### src/rtl/nrzr_pkg.sv
package nrzr_pkg;

    // Receive controller states
    typedef enum logic [1:0] {
        ST_HUNT    = 2'd0,
        ST_DATA    = 2'd1,
        ST_DISCARD = 2'd2
    } rx_state_t;

    // Decoded preamble, oldest bit in the MSB
    localparam int          SYNC_BITS   = 8;
    localparam logic [7:0]  SYNC_CODE   = 8'b0101_0100;
    localparam int          STUFF_LIMIT = 6;
    localparam logic        IDLE_LEVEL  = 1'b1;

endpackage

### src/rtl/nrzi_level_dec.sv
module nrzi_level_dec #(
    parameter logic IDLE_LVL = 1'b1
) (
    input  logic clk,
    input  logic rst_n,
    input  logic clr,
    input  logic stb,
    input  logic lvl_in,
    output logic dec_bit
);

    logic ref_lvl;

    always_ff @(posedge clk or negedge rst_n) begin
        if (!rst_n) begin
            ref_lvl <= IDLE_LVL;
        end else if (clr) begin
            ref_lvl <= IDLE_LVL;
        end else if (stb) begin
            ref_lvl <= lvl_in;
        end
    end

    // No transition means one, transition means zero
    assign dec_bit = (lvl_in == ref_lvl);

endmodule

### src/rtl/sync_hunter.sv
module sync_hunter #(
    parameter int              PAT_LEN = 8,
    parameter logic [PAT_LEN-1:0] PAT  = 8'b0101_0100
) (
    input  logic clk,
    input  logic rst_n,
    input  logic clr,
    input  logic stb,
    input  logic dec_bit,
    output logic found
);

    logic [PAT_LEN-1:0] hist;
    logic [PAT_LEN-1:0] hist_nx;

    // Newest decoded bit enters at the LSB
    assign hist_nx = {hist[PAT_LEN-2:0], dec_bit};
    assign found   = stb && (hist_nx == PAT);

    always_ff @(posedge clk or negedge rst_n) begin
        if (!rst_n) begin
            hist <= '1;
        end else if (clr) begin
            hist <= '1;
        end else if (stb) begin
            hist <= hist_nx;
        end
    end

endmodule

### src/rtl/ones_tracker.sv
module ones_tracker #(
    parameter int RUN_MAX = 6
) (
    input  logic clk,
    input  logic rst_n,
    input  logic clr,
    input  logic stb,
    input  logic dec_bit,
    output logic at_run
);

    localparam int RUN_W = $clog2(RUN_MAX + 1);
    localparam logic [RUN_W-1:0] RUN_TOP = RUN_W'(RUN_MAX);

    logic [RUN_W-1:0] ones_q;

    assign at_run = (ones_q == RUN_TOP);

    always_ff @(posedge clk or negedge rst_n) begin
        if (!rst_n) begin
            ones_q <= '0;
        end else if (clr) begin
            ones_q <= '0;
        end else if (stb) begin
            if (!dec_bit) begin
                ones_q <= '0;
            end else if (!at_run) begin
                ones_q <= ones_q + 1'b1;
            end
        end
    end

endmodule

### src/rtl/byte_shifter.sv
module byte_shifter #(
    parameter int BYTE_W = 8
) (
    input  logic              clk,
    input  logic              rst_n,
    input  logic              clr,
    input  logic              stb,
    input  logic              dec_bit,
    output logic [BYTE_W-1:0] byte_q,
    output logic              vld_q
);

    localparam int CNT_W = $clog2(BYTE_W);
    localparam logic [CNT_W-1:0] LAST_IDX = CNT_W'(BYTE_W - 1);

    logic [BYTE_W-1:0] sh_q;
    logic [BYTE_W-1:0] sh_nx;
    logic [CNT_W-1:0]  cnt_q;

    // LSB-first: new bit at the MSB, older bits move toward bit 0
    assign sh_nx = {dec_bit, sh_q[BYTE_W-1:1]};

    always_ff @(posedge clk or negedge rst_n) begin
        if (!rst_n) begin
            sh_q   <= '0;
            cnt_q  <= '0;
            byte_q <= '0;
            vld_q  <= 1'b0;
        end else begin
            vld_q <= 1'b0;
            if (clr) begin
                sh_q  <= '0;
                cnt_q <= '0;
            end else if (stb) begin
                sh_q <= sh_nx;
                if (cnt_q == LAST_IDX) begin
                    cnt_q  <= '0;
                    byte_q <= sh_nx;
                    vld_q  <= 1'b1;
                end else begin
                    cnt_q <= cnt_q + 1'b1;
                end
            end
        end
    end

endmodule

### src/rtl/nrzi_unstuff_rx.sv
module nrzi_unstuff_rx
    import nrzr_pkg::*;
#(
    parameter int BYTE_W = 8
) (
    input  logic              clk,
    input  logic              rst_n,
    input  logic              bit_in,
    input  logic              bit_stb,
    input  logic              eop,
    output logic [BYTE_W-1:0] byte_out,
    output logic              byte_vld,
    output logic              pkt_active,
    output logic              stuff_err
);

    rx_state_t state_q;
    rx_state_t state_nx;

    logic dec_bit;
    logic strobe_ok;
    logic hunt_stb;
    logic data_stb;
    logic sync_seen;
    logic at_run;
    logic stuff_drop;
    logic stuff_violation;
    logic shift_stb;
    logic seq_clr;

    // End of packet has priority over a strobe in the same cycle
    assign strobe_ok       = bit_stb && !eop;
    assign hunt_stb        = strobe_ok && (state_q == ST_HUNT);
    assign data_stb        = strobe_ok && (state_q == ST_DATA);
    assign stuff_drop      = data_stb && at_run && !dec_bit;
    assign stuff_violation = data_stb && at_run && dec_bit;
    assign shift_stb       = data_stb && !at_run;
    assign seq_clr         = eop || sync_seen;

    nrzi_level_dec #(
        .IDLE_LVL (IDLE_LEVEL)
    ) u_level (
        .clk     (clk),
        .rst_n   (rst_n),
        .clr     (eop),
        .stb     (strobe_ok),
        .lvl_in  (bit_in),
        .dec_bit (dec_bit)
    );

    sync_hunter #(
        .PAT_LEN (SYNC_BITS),
        .PAT     (SYNC_CODE)
    ) u_sync (
        .clk     (clk),
        .rst_n   (rst_n),
        .clr     (seq_clr),
        .stb     (hunt_stb),
        .dec_bit (dec_bit),
        .found   (sync_seen)
    );

    ones_tracker #(
        .RUN_MAX (STUFF_LIMIT)
    ) u_ones (
        .clk     (clk),
        .rst_n   (rst_n),
        .clr     (seq_clr),
        .stb     (data_stb),
        .dec_bit (dec_bit),
        .at_run  (at_run)
    );

    byte_shifter #(
        .BYTE_W (BYTE_W)
    ) u_shift (
        .clk     (clk),
        .rst_n   (rst_n),
        .clr     (seq_clr),
        .stb     (shift_stb),
        .dec_bit (dec_bit),
        .byte_q  (byte_out),
        .vld_q   (byte_vld)
    );

    // Next-state logic
    always_comb begin
        state_nx = state_q;
        if (eop) begin
            state_nx = ST_HUNT;                 // END_OF_PACKET
        end else begin
            unique case (state_q)
                ST_HUNT: begin
                    if (sync_seen) state_nx = ST_DATA;        // SYNC_SEEN
                end
                ST_DATA: begin
                    if (stuff_violation) state_nx = ST_DISCARD; // STUFF_VIOLATION
                end
                ST_DISCARD: begin
                    state_nx = ST_DISCARD;
                end
                default: state_nx = ST_HUNT;
            endcase
        end
    end

    // State register
    always_ff @(posedge clk or negedge rst_n) begin
        if (!rst_n) begin
            state_q <= ST_HUNT;
        end else begin
            state_q <= state_nx;
        end
    end

    // Registered outputs
    always_ff @(posedge clk or negedge rst_n) begin
        if (!rst_n) begin
            pkt_active <= 1'b0;
            stuff_err  <= 1'b0;
        end else begin
            pkt_active <= (state_nx == ST_DATA);
            stuff_err  <= stuff_violation;
        end
    end

    // stuff_drop marks a bit consumed without shifting (kept for clarity)
    logic unused_drop;
    assign unused_drop = stuff_drop;

endmodule

### config.mk
export PLATFORM = sky130hd
export DESIGN_NAME = nrzi_unstuff_rx
export DESIGN_NICKNAME = d
export VERILOG_FILES = /design/src/rtl/nrzr_pkg.sv /design/src/rtl/nrzi_level_dec.sv /design/src/rtl/sync_hunter.sv /design/src/rtl/ones_tracker.sv /design/src/rtl/byte_shifter.sv /design/src/rtl/nrzi_unstuff_rx.sv
export SDC_FILE = /design/constraint.sdc
export NUM_CORES = 1
export LEC_CHECK = 0
export BUFFER_PORTS_ARGS = -buffer_cell sky130_fd_sc_hd__buf_2
export CAP_MARGIN = 10
export CORE_UTILIZATION = 57
export CTS_BUF_LIST = sky130_fd_sc_hd__clkbuf_16
export DETAILED_ROUTE_END_ITERATION = 7
export PLACE_DENSITY_LB_ADDON = 0.1
export SLEW_MARGIN = 20
export SYNTH_ARGS = -nofsm -noshare
export SYNTH_HDL_FRONTEND = slang
export SYNTH_SLANG_ARGS = --single-unit
export TNS_END_PERCENT = 10
### constraint.sdc
create_clock -name clk -period 1.9 [get_ports clk]
set_input_delay 0.285 -clock clk [delete_from_list [all_inputs] [get_ports clk]]
set_output_delay 0.285 -clock clk [all_outputs]
set_load 0.01 [all_outputs]
Word level (Yosys, flattened, before mapping). Cells that the tools add are included.

Flip-flop bits (word level): 35. Bits of input ports: 5. Output and inout bits: 11. Logic and storage cells: 58.

$add $sub $neg: 2. Equality and inequality tests: 8. Muxes and demuxes: 20. Bitwise operators: 1. Reduce and logical (&&, ||, !) cells: 17.

Operators by type and width (number): 3-bit two-way mux (7); 8-bit two-way mux (2); 7-bit two-way mux (2); 8-bit by 7-bit equality test with 1-bit output (second input constant) (1); 2-bit nonzero test (4); 1-bit logical AND (7); 3-bit by 1-bit adder with 3-bit output (second input constant) (2); 3-bit equality test (second input constant) (2); 2-bit two-way mux (3); 2-bit one-hot mux with 3 select lines (1); 1-bit two-way mux (5); 2-bit by 1-bit equality test with 1-bit output (second input constant) (2); 3-bit by 2-bit != test with 1-bit output (second input constant) (1); 3-bit AND reduction (1); 2-bit equality test (second input constant) (1); 1-bit zero test (2); 2-bit zero test (1); 2-bit AND reduction (1); 1-bit equality test (1); 1-bit logical OR (1); 1-bit inverter (1).

Depth between registers and ports, before layout. Gate-level depths: netlist (run 1).

Word-level depth: 9. Gate-level depth with buffers: 7. Mapped depth without buffers: 6.

Hierarchy. Synthesis (run 1) repeated with hierarchy kept, for this count alone.

Cell total of the unflattened synthesis: 120. Area, all modules: 1569.0 µm².

By module, submodules not included: byte_shifter (instances 1, cells an instance 54, area an instance 799.5 µm², seq. area each 475.5 µm²); sync_hunter (instances 1, cells an instance 25, area an instance 331.6 µm², seq. area each 183.9 µm²); nrzi_unstuff_rx (instances 1, cells an instance 17, area an instance 202.7 µm², seq. area each 100.1 µm²); ones_tracker (instances 1, cells an instance 20, area an instance 185.2 µm², seq. area each 75.1 µm²); nrzi_level_dec (instances 1, cells an instance 4, area an instance 50.0 µm², seq. area each 26.3 µm²).

Worst setup path after synthesis (run 1). No wires, ideal clock.

Path kind: reg-to-reg. Start point: reg u_sync.hist[1]. End point: reg u_ones.ones_q[0]. Library setup time: 0.125 ns. Arrival time: 1.543 ns. Required time: 1.775 ns. Path slack: 0.232 ns. Stages on the path, launching flop included: 6. Buffers on the path: 1. Period minus slack after synthesis: 1.668 ns. Cell sequence: dfstp_2 -> or4b_4 -> nor4_4 -> a21o_4 -> buf_12 -> o22ai_2.

Word-level cells in the longest chain between the ends: 5. Elaborated cells on any way between the ends: 7. Classes of those cells: eq/ne (2); mux (1); reduce/logical (4).

RTL lines: start, declared (RTL line sync_hunter.sv:13) `logic [PAT_LEN-1:0] hist;`; start signal, assigned (RTL line sync_hunter.sv:26) `hist <= hist_nx;`; 8-bit by 7-bit equality test with 1-bit output (*) (RTL line sync_hunter.sv:18) `assign found = stb && (hist_nx == PAT);`; 1-bit logical AND (*) (RTL line sync_hunter.sv:18); 1-bit logical OR (*) (RTL line nrzi_unstuff_rx.sv:38) `assign seq_clr = eop || sync_seen;`; 3-bit by 2-bit != test with 1-bit output (no source line) or 2-bit nonzero test (tied branches); 2-bit AND reduction (no source line); end signal, assigned (RTL line ones_tracker.sv:28) `ones_q <= ones_q + 1'b1;`; end, declared (RTL line ones_tracker.sv:15) `logic [RUN_W-1:0] ones_q;`.

Every way passes the cells marked *; elsewhere a longest branch is shown, timed or not. A chain may end at the register's enable or synchronous reset.

Worst setup path after layout (run 1).
Start point: reg u_sync.hist[1]. End point: reg u_shift.cnt_q[0].

Word-level cells in the longest chain between the ends: 4. Elaborated cells on any way between the ends: 5. Classes of those cells: eq/ne (1); mux (1); reduce/logical (3).

RTL lines: 8-bit by 7-bit equality test with 1-bit output (*) (RTL line sync_hunter.sv:18); 1-bit logical AND (*) (RTL line sync_hunter.sv:18); 1-bit logical OR (*) (RTL line nrzi_unstuff_rx.sv:38); 3-bit two-way mux or 2-bit nonzero test (tied branches); end signal, assigned (RTL line byte_shifter.sv:41) `cnt_q <= cnt_q + 1'b1;`; end, declared (RTL line byte_shifter.sv:18) `logic [CNT_W-1:0] cnt_q;`.

Marks and branches as above.

==> results of run 1 <==
-- cell usage in the layout, fill, tap and decap left out, types with 2 or more instances in the layout --
cell       instances
nand3_1            3
nand3b_1           4
nor2b_1            2
dfrtp_1           26
dfstp_2            8
nor3_1             3
o21ai_1            2
clkinv_1           3
inv_1              3
buf_2             15
ha_1               4
clkbuf_16          5
mux2_2             8
o21ai_2            7
nand2_1           37
o22ai_2            2
buf_4              2
-- layout make-up --
| type | instances | area share [%] |
|---|---|---|
| Timing Repair Buffer | 17 | 4.98 |
| Tap cell | 30 | 2.08 |
| Inverter | 3 | 0.623 |
| Multi-Input combinational cell | 93 | 37.2 |
| Sequential cell | 34 | 47.6 |
| Clock inverter | 3 | 0.623 |
| Clock buffer | 5 | 6.92 |
-- kinds of logic after synthesis --
family | Yosys count | synth area share, %
compound gates | 22 | 11.9
xor+xnor | 2 | 1.58
fa+ha+maj | 4 | 3.16
buf+inv | 8 | 3.16
flops | 34 | 54.4
mux | 8 | 5.69
simple gates | 57 | 20.2
-- registers in the layout, summed over array words and instances, names as in the netlist, 2 cells and up --
register,flops
u_shift.cnt_q,3
state_q,2
u_shift.sh_q,7
u_ones.ones_q,3
u_sync.hist,7
u_shift.byte_q,8
-- power groups by stage --
stage | registers, mW | clock network (mW) | logic, mW
2_1_floorplan | 0.764 | 0 | 0.0535
3_3_place_gp | 0.766 | 0 | 0.0776
3_5_place_dp | 0.767 | 0 | 0.0811
4_1_cts | 0.755 | 0.754 | 0.0813
5_1_grt | 0.757 | 0.780 | 0.0901
6_report | 0.756 | 0.741 | 0.0798
-- worst max-delay path by stage --
stage                                     from                      endpoint  slack (ns)  cells past startpoint
floorplan           u_sync.hist[1]$_DFFE_PN1P_  u_ones.ones_q[0]$_DFFE_PN0P_        0.23                      5
global placement    u_sync.hist[1]$_DFFE_PN1P_   u_shift.sh_q[6]$_DFFE_PN0P_        0.19                      4
detailed placement  u_sync.hist[1]$_DFFE_PN1P_   u_shift.sh_q[5]$_DFFE_PN0P_        0.14                      4
CTS                 u_sync.hist[1]$_DFFE_PN1P_   u_shift.sh_q[6]$_DFFE_PN0P_        0.13                      4
global route        u_sync.hist[1]$_DFFE_PN1P_   u_shift.sh_q[6]$_DFFE_PN0P_        0.05                      4
finish              u_sync.hist[1]$_DFFE_PN1P_  u_shift.cnt_q[0]$_DFFE_PN0P_        0.14                      4
-- routing by layer --
metal	global-route usage (%)	wire [µm]	vias to the layer above
li1	-	-	511
met1	30.6	1330	476
met2	32.1	1210	18
met3	7.50	109	6
met4	10.3	53	0
met5	0	0	-
-- stage by stage --
step	setup slack, ns	hold WS, ns	utilization, %	instances	instance area [µm²]
2_1_floorplan	0.232	-0.0106	-	135	1580
5_1_grt	0.0545	0.130	71.0	185	1810
3_5_place_dp	0.142	0.384	65.7	177	1670
6_report	0.136	0.0731	71.0	185	1810
4_1_cts	0.132	0.0893	71.0	185	1810
3_3_place_gp	0.193	0.375	65.7	177	1670
-- worst max-delay path: stages, from the launching register on --
cell and delay (ns):
dfstp_2 0.53, or4b_4 0.47, nor4_4 0.26, a21oi_2 0.16
a31o_1 0.24
==> impl_metrics.tcl, run 1 <==
set metrics [dict create \
    status "finished clean" \
    swShare_pct 21.2 \
    synthArstFlopShare_pct 100 \
    cts_buffers 5 \
    drt_pass1_iterations 4 \
    setup_viol 0 \
    fillers 189 \
    die_w_um 54.7 \
    synth_most_common_cell "nand2_1" \
    antenna_found_initial 0 \
    drtAntennaViolNets 0 \
    via_per_inst 5.46 \
    wl_per_cell_um 14.6 \
    fin_tns_setup_ns 0 \
    seq_area_frac_synth_pct 54.4 \
    grt_max_degree 35 \
    rrSetupSlack_ns 0.14 \
    layout-drive-gt1-share_pct 36.8 \
    grt_use_total_pct 22.5 \
    worstSetupStartpointType "flip-flop" \
    power_frac_clock_pct 47.0 \
    post_cts_buffers 0 \
    grt_pass1_wl_um 4500 \
    p_per_area_mw_per_mm2 872 \
    synth_flop_cell "dfrtp_1" \
    period_share_pct 92.8 \
    clk-insertion-delay-late_ns 0.27 \
    cts_resized 0 \
    ys_warn_count 0 \
    p_switching_mw 0.335 \
    drtIter0Drc 22 \
    die_area_mm2 0.00299 \
    clockBufferDepth 2 \
    r2r_cells 4 \
    leakage_nw 0.901 \
    netlist_area_mm2 0.00158 \
    avgSynthCellArea_um2 11.7 \
    start_util_pct 62.2 \
    seqPwrFrac_pct 47.9 \
    finalCriticalPeriod_ns 1.76 \
    worst_slew_margin_rel_pct 51.2 \
    synth_largest_area_cell "dfrtp_1" \
    timing.fmax_ghz 0.567 \
    clock_skew_ns 0.00353 \
    synth_cell_type_count 37 \
    routabilityCongestion 0.816 \
    path_clk_slew_ns 0.05 \
    crit_path_end_kind "flip-flop" \
    hold_viol 0 \
    crit_type "flip-flop to flip-flop" \
    syn_inst 135 \
    multi_input_area_um2 672 \
    io_pins 16 \
    port_buffers 15 \
    final_nets 163 \
    synth_common_cells "37 x nand2_1, 26 x dfrtp_1, 8 x dfstp_2, 8 x mux2_2, 7 x o21ai_2" \
    timing.rr.end "u_shift.cnt_q[0]$_DFFE_PN0P_" \
    overflow 0 \
    cts-root-buf "clkbuf_16" \
    htreeDepth 2 \
    drv_slew 0 \
    min-delay-path-class "input pin to async pin" \
    synth_edf_count 0 \
    drc 0 \
    drt_wl_total_um 2700 \
    antenna_cells 0 \
    grt_pass1_vias 958 \
    die_h_um 54.7 \
    clock-sinks 34 \
    combPwrFrac_pct 5.1 \
    irDropWorstVdd_mv 0.997 \
    r2r_start "u_sync.hist[1]$_DFFE_PN1P_" \
    ctsHoldBuffers 0 \
    required_ns 2.07 \
    worstPathMaxFanout 5 \
    synth_top_area_share_pct 41.1 \
    syn_to_final_growth_pct 14.2 \
    seq_area_um2 861 \
    rsz0062_at_grt "false" \
    vias 1011 \
    ys_ff_latch 34 \
    core_region_area_mm2 0.00254 \
    power_mw 1.58 \
    tightest_slew_ns 0.733 \
    syn_nets 144 \
    arrival_ns 1.93 \
    rows 18 \
    synthTopCellsByArea "dfrtp_1 41%, dfstp_2 13%, nand2_1 8.8%" \
    cap_violations 0 \
    hpwlAfterDp_um 1880 \
    p_int_mw 1.24 \
    cts_tree "built" \
]
(Power assumes the default switching activity.)
==> run 2, diff against run 1 <==
--- a/config.mk
+++ b/config.mk
@@ -14,5 +14,6 @@
 export SLEW_MARGIN = 20
 export SYNTH_ARGS = -nofsm -noshare
 export SYNTH_HDL_FRONTEND = slang
+export SYNTH_HIERARCHICAL = 1
 export SYNTH_SLANG_ARGS = --single-unit
 export TNS_END_PERCENT = 10
==> impl_metrics.tcl, run 2 <==
set metrics [dict create \
    status "complete, but fails checks" \
    violations "negative setup slack" \
    seq_area_um2 861 \
    required_ns 2.06 \
    worstPathCellList "or3b_4 -> nor4_4 -> or2_4 -> nand3b_4 -> mux2_4" \
    leakage_nw 1.03 \
    r2r_start "u_sync/hist[1]$_DFFE_PN1P_" \
    vias 1079 \
    synth_edf_count 0 \
    timing.rr.end "u_shift/byte_q[6]$_DFFE_PN0P_" \
    synth_most_common_cell "dfrtp_1" \
    synth_flop_cell "dfrtp_1" \
    final_area_mm2 0.00201 \
    min-delay-path-class "input pin to async pin" \
    regMostFlops "u_shift/byte_q" \
    crit_path_end "u_shift/byte_q[6]$_DFFE_PN0P_" \
    avgSynthCellArea_um2 13.1 \
    cts-root-buf "clkbuf_16" \
    fillers 150 \
    hold_viol 0 \
    synthTopCellsByArea "dfrtp_1 41%, dfstp_2 13%, mux2_4 7.7%" \
    ys_warn_count 6 \
    synthArstFlopShare_pct 100 \
    rsz0062_at_grt "true" \
    path_delay_family "simple AND/OR/NAND/NOR gates" \
    io_pins 16 \
    grt_pass1_vias 1014 \
    ys_ff_latch 34 \
    clock_skew_ns 0.00325 \
    slowest_delay_ns 0.54 \
    syn_to_final_growth_pct 28.2 \
    synth_top_area_share_pct 41.5 \
    timing.fmax_ghz 0.514 \
    tightest_slew_ns 0.745 \
    path_clk_slew_ns 0.05 \
    port_buffers 15 \
    clock-sinks 34 \
    cp.depth 5 \
    syn_inst 120 \
    dpl_cell_area_mm2 0.00175 \
    hpwlAfterDp_um 1880 \
    final_common_cell "dfrtp_1" \
    r2r_cells 5 \
    final_nets 162 \
    overflow 0 \
    cts_buffers 5 \
    cap_violations 0 \
    drtIter0Drc 23 \
    netlist_area_mm2 0.00157 \
    grt_use_total_pct 25.6 \
    arrival_ns 2.11 \
    routabilityCongestion 0.700 \
    crit_start "u_sync/hist[1]$_DFFE_PN1P_" \
    seq_area_frac_synth_pct 54.9 \
    cts_tree "built" \
    die_area_mm2 0.00297 \
    finalCriticalPeriod_ns 1.95 \
    antenna_cells 0 \
    crit_type "flip-flop to flip-flop" \
    utilization_pct 79.0 \
    clk-insertion-delay-late_ns 0.28 \
    synth_common_cells "26 x dfrtp_1, 12 x nor2_1, 9 x mux2i_1" \
    irDropWorstVdd_mv 1.06 \
    worst_slew_margin_rel_pct 50.4 \
    antenna_found_initial 0 \
    grt_pass1_wl_um 5070 \
    drtAntennaViolNets 0 \
    drv_slew 0 \
    grt_max_degree 35 \
    die_w_um 54.5 \
    period_share_pct 102 \
    syn_nets 129 \
    synth_cell_type_count 32 \
    rows 18 \
    drc 0 \
    crit_path_end_kind "flip-flop" \
    rrSetupSlack_ns -0.05 \
    setup_viol 6 \
    wl_per_cell_um 17.7 \
    clockBufferDepth 2 \
    htreeDepth 2 \
    cp_slowest_cell "dfstp_2" \
    power_mw 1.90 \
    fin_ws_ns -0.0468 \
    drt_pass1_iterations 4 \
    reg.largest.list "u_shift/byte_q x8, u_shift/sh_q x7, u_sync/hist x7" \
    via_per_inst 5.86 \
    largest_register_ffs 8 \
    start_util_pct 61.7 \
    worstPathMaxFanout 5 \
    core_region_area_mm2 0.00254 \
    multi_input_area_um2 719 \
    drt_wl_total_um 3260 \
    worst-path-buf-inv 0 \
    layout-drive-gt1-share_pct 40.3 \
    final_cell_mix "26 x dfrtp_1, 15 x buf_2, 12 x nor2_1" \
    worstSetupStartpointType "flip-flop" \
    p_per_area_mw_per_mm2 944 \
    die_h_um 54.5 \
    synth_largest_area_cell "dfrtp_1" \
]
-- run 2: metrics by stage --
step | setup WS [ns] | hold slack [ns] | TNS [ns] | instances
2_1_floorplan | -0.189 | -0.0106 | -1.64 | 120
3_3_place_gp | -0.0350 | 0.372 | -0.276 | 172
3_5_place_dp | -0.0948 | 0.393 | -0.712 | 172
4_1_cts | 0.0109 | 0.0940 | 0 | 182
5_1_grt | -0.0885 | 0.149 | -0.647 | 184
6_report | -0.0468 | 0.0700 | -0.201 | 184
-- run 2: final cells by class --
class | count | share of cell area (%)
well taps | 30 | 1.87
clock inverters | 3 | 3.42
flip-flops and latches | 34 | 42.8
inverters | 5 | 0.933
clock buffers | 5 | 6.22
multi-input cells | 79 | 35.8
repair buffers | 28 | 8.96
-- run 2: how the worst min path moves through the flow --
stage	to	slack, ns	cells past startpoint	startpoint
floorplan	pkt_active$_DFF_PN0_	-0.01	0	rst_n
global route	pkt_active$_DFF_PN0_	0.15	1	rst_n
detailed placement	pkt_active$_DFF_PN0_	0.39	1	rst_n
finish	stuff_err$_DFF_PN0_	0.07	1	rst_n
CTS	u_ones/ones_q[1]$_DFFE_PN0P_	0.09	1	rst_n
global placement	stuff_err$_DFF_PN0_	0.37	1	rst_n
-- run 2: kinds of logic (layout without fill, tap and decap cells) --
logic type                 count (synthesis)  count (layout)  synth area share (%)
adders and majority gates                  4               4                  3.19
and+or+nand+nor                           39              40                  16.9
AOI/OAI and AO/OA                         17              17                  8.69
xor gates and xnor gates                   1               1                 0.558
buffers and inverters                      8              41                  2.39
muxes                                     17              17                  13.4
DFF                                       34              34                  54.9
-- run 2: worst register-to-register path: stages (launching register included) --
cell,delay [ns]
dfstp_2,0.54
or3b_4,0.39
nor4_4,0.24
or2_4,0.17
nand3b_4,0.18
mux2_4,0.32
-- run 2: power breakdown --
| part | total (mW) | switching, mW | internal (mW) |
|---|---|---|---|
| sequential | 0.753 | 0.00878 | 0.744 |
| combinational | 0.0951 | 0.0540 | 0.0411 |
| clock | 1.05 | 0.298 | 0.753 |
-- run 2: repair_timing --
item	4_1_cts	5_1_grt
cloned	1	0
setup buffers	1	2
hold buffers	0	0
gates resized for setup	0	6
setup endpoints to repair	8	10
pin swaps	1	2
-- run 2: per-layer routing --
layer | vias up | track usage (%) | routed length, µm
li1 | 498 | - | -
met1 | 545 | 33.7 | 1430
met2 | 27 | 38.8 | 1640
met3 | 9 | 7.78 | 131
met4 | 0 | 11.1 | 59
met5 | - | 0 | 0
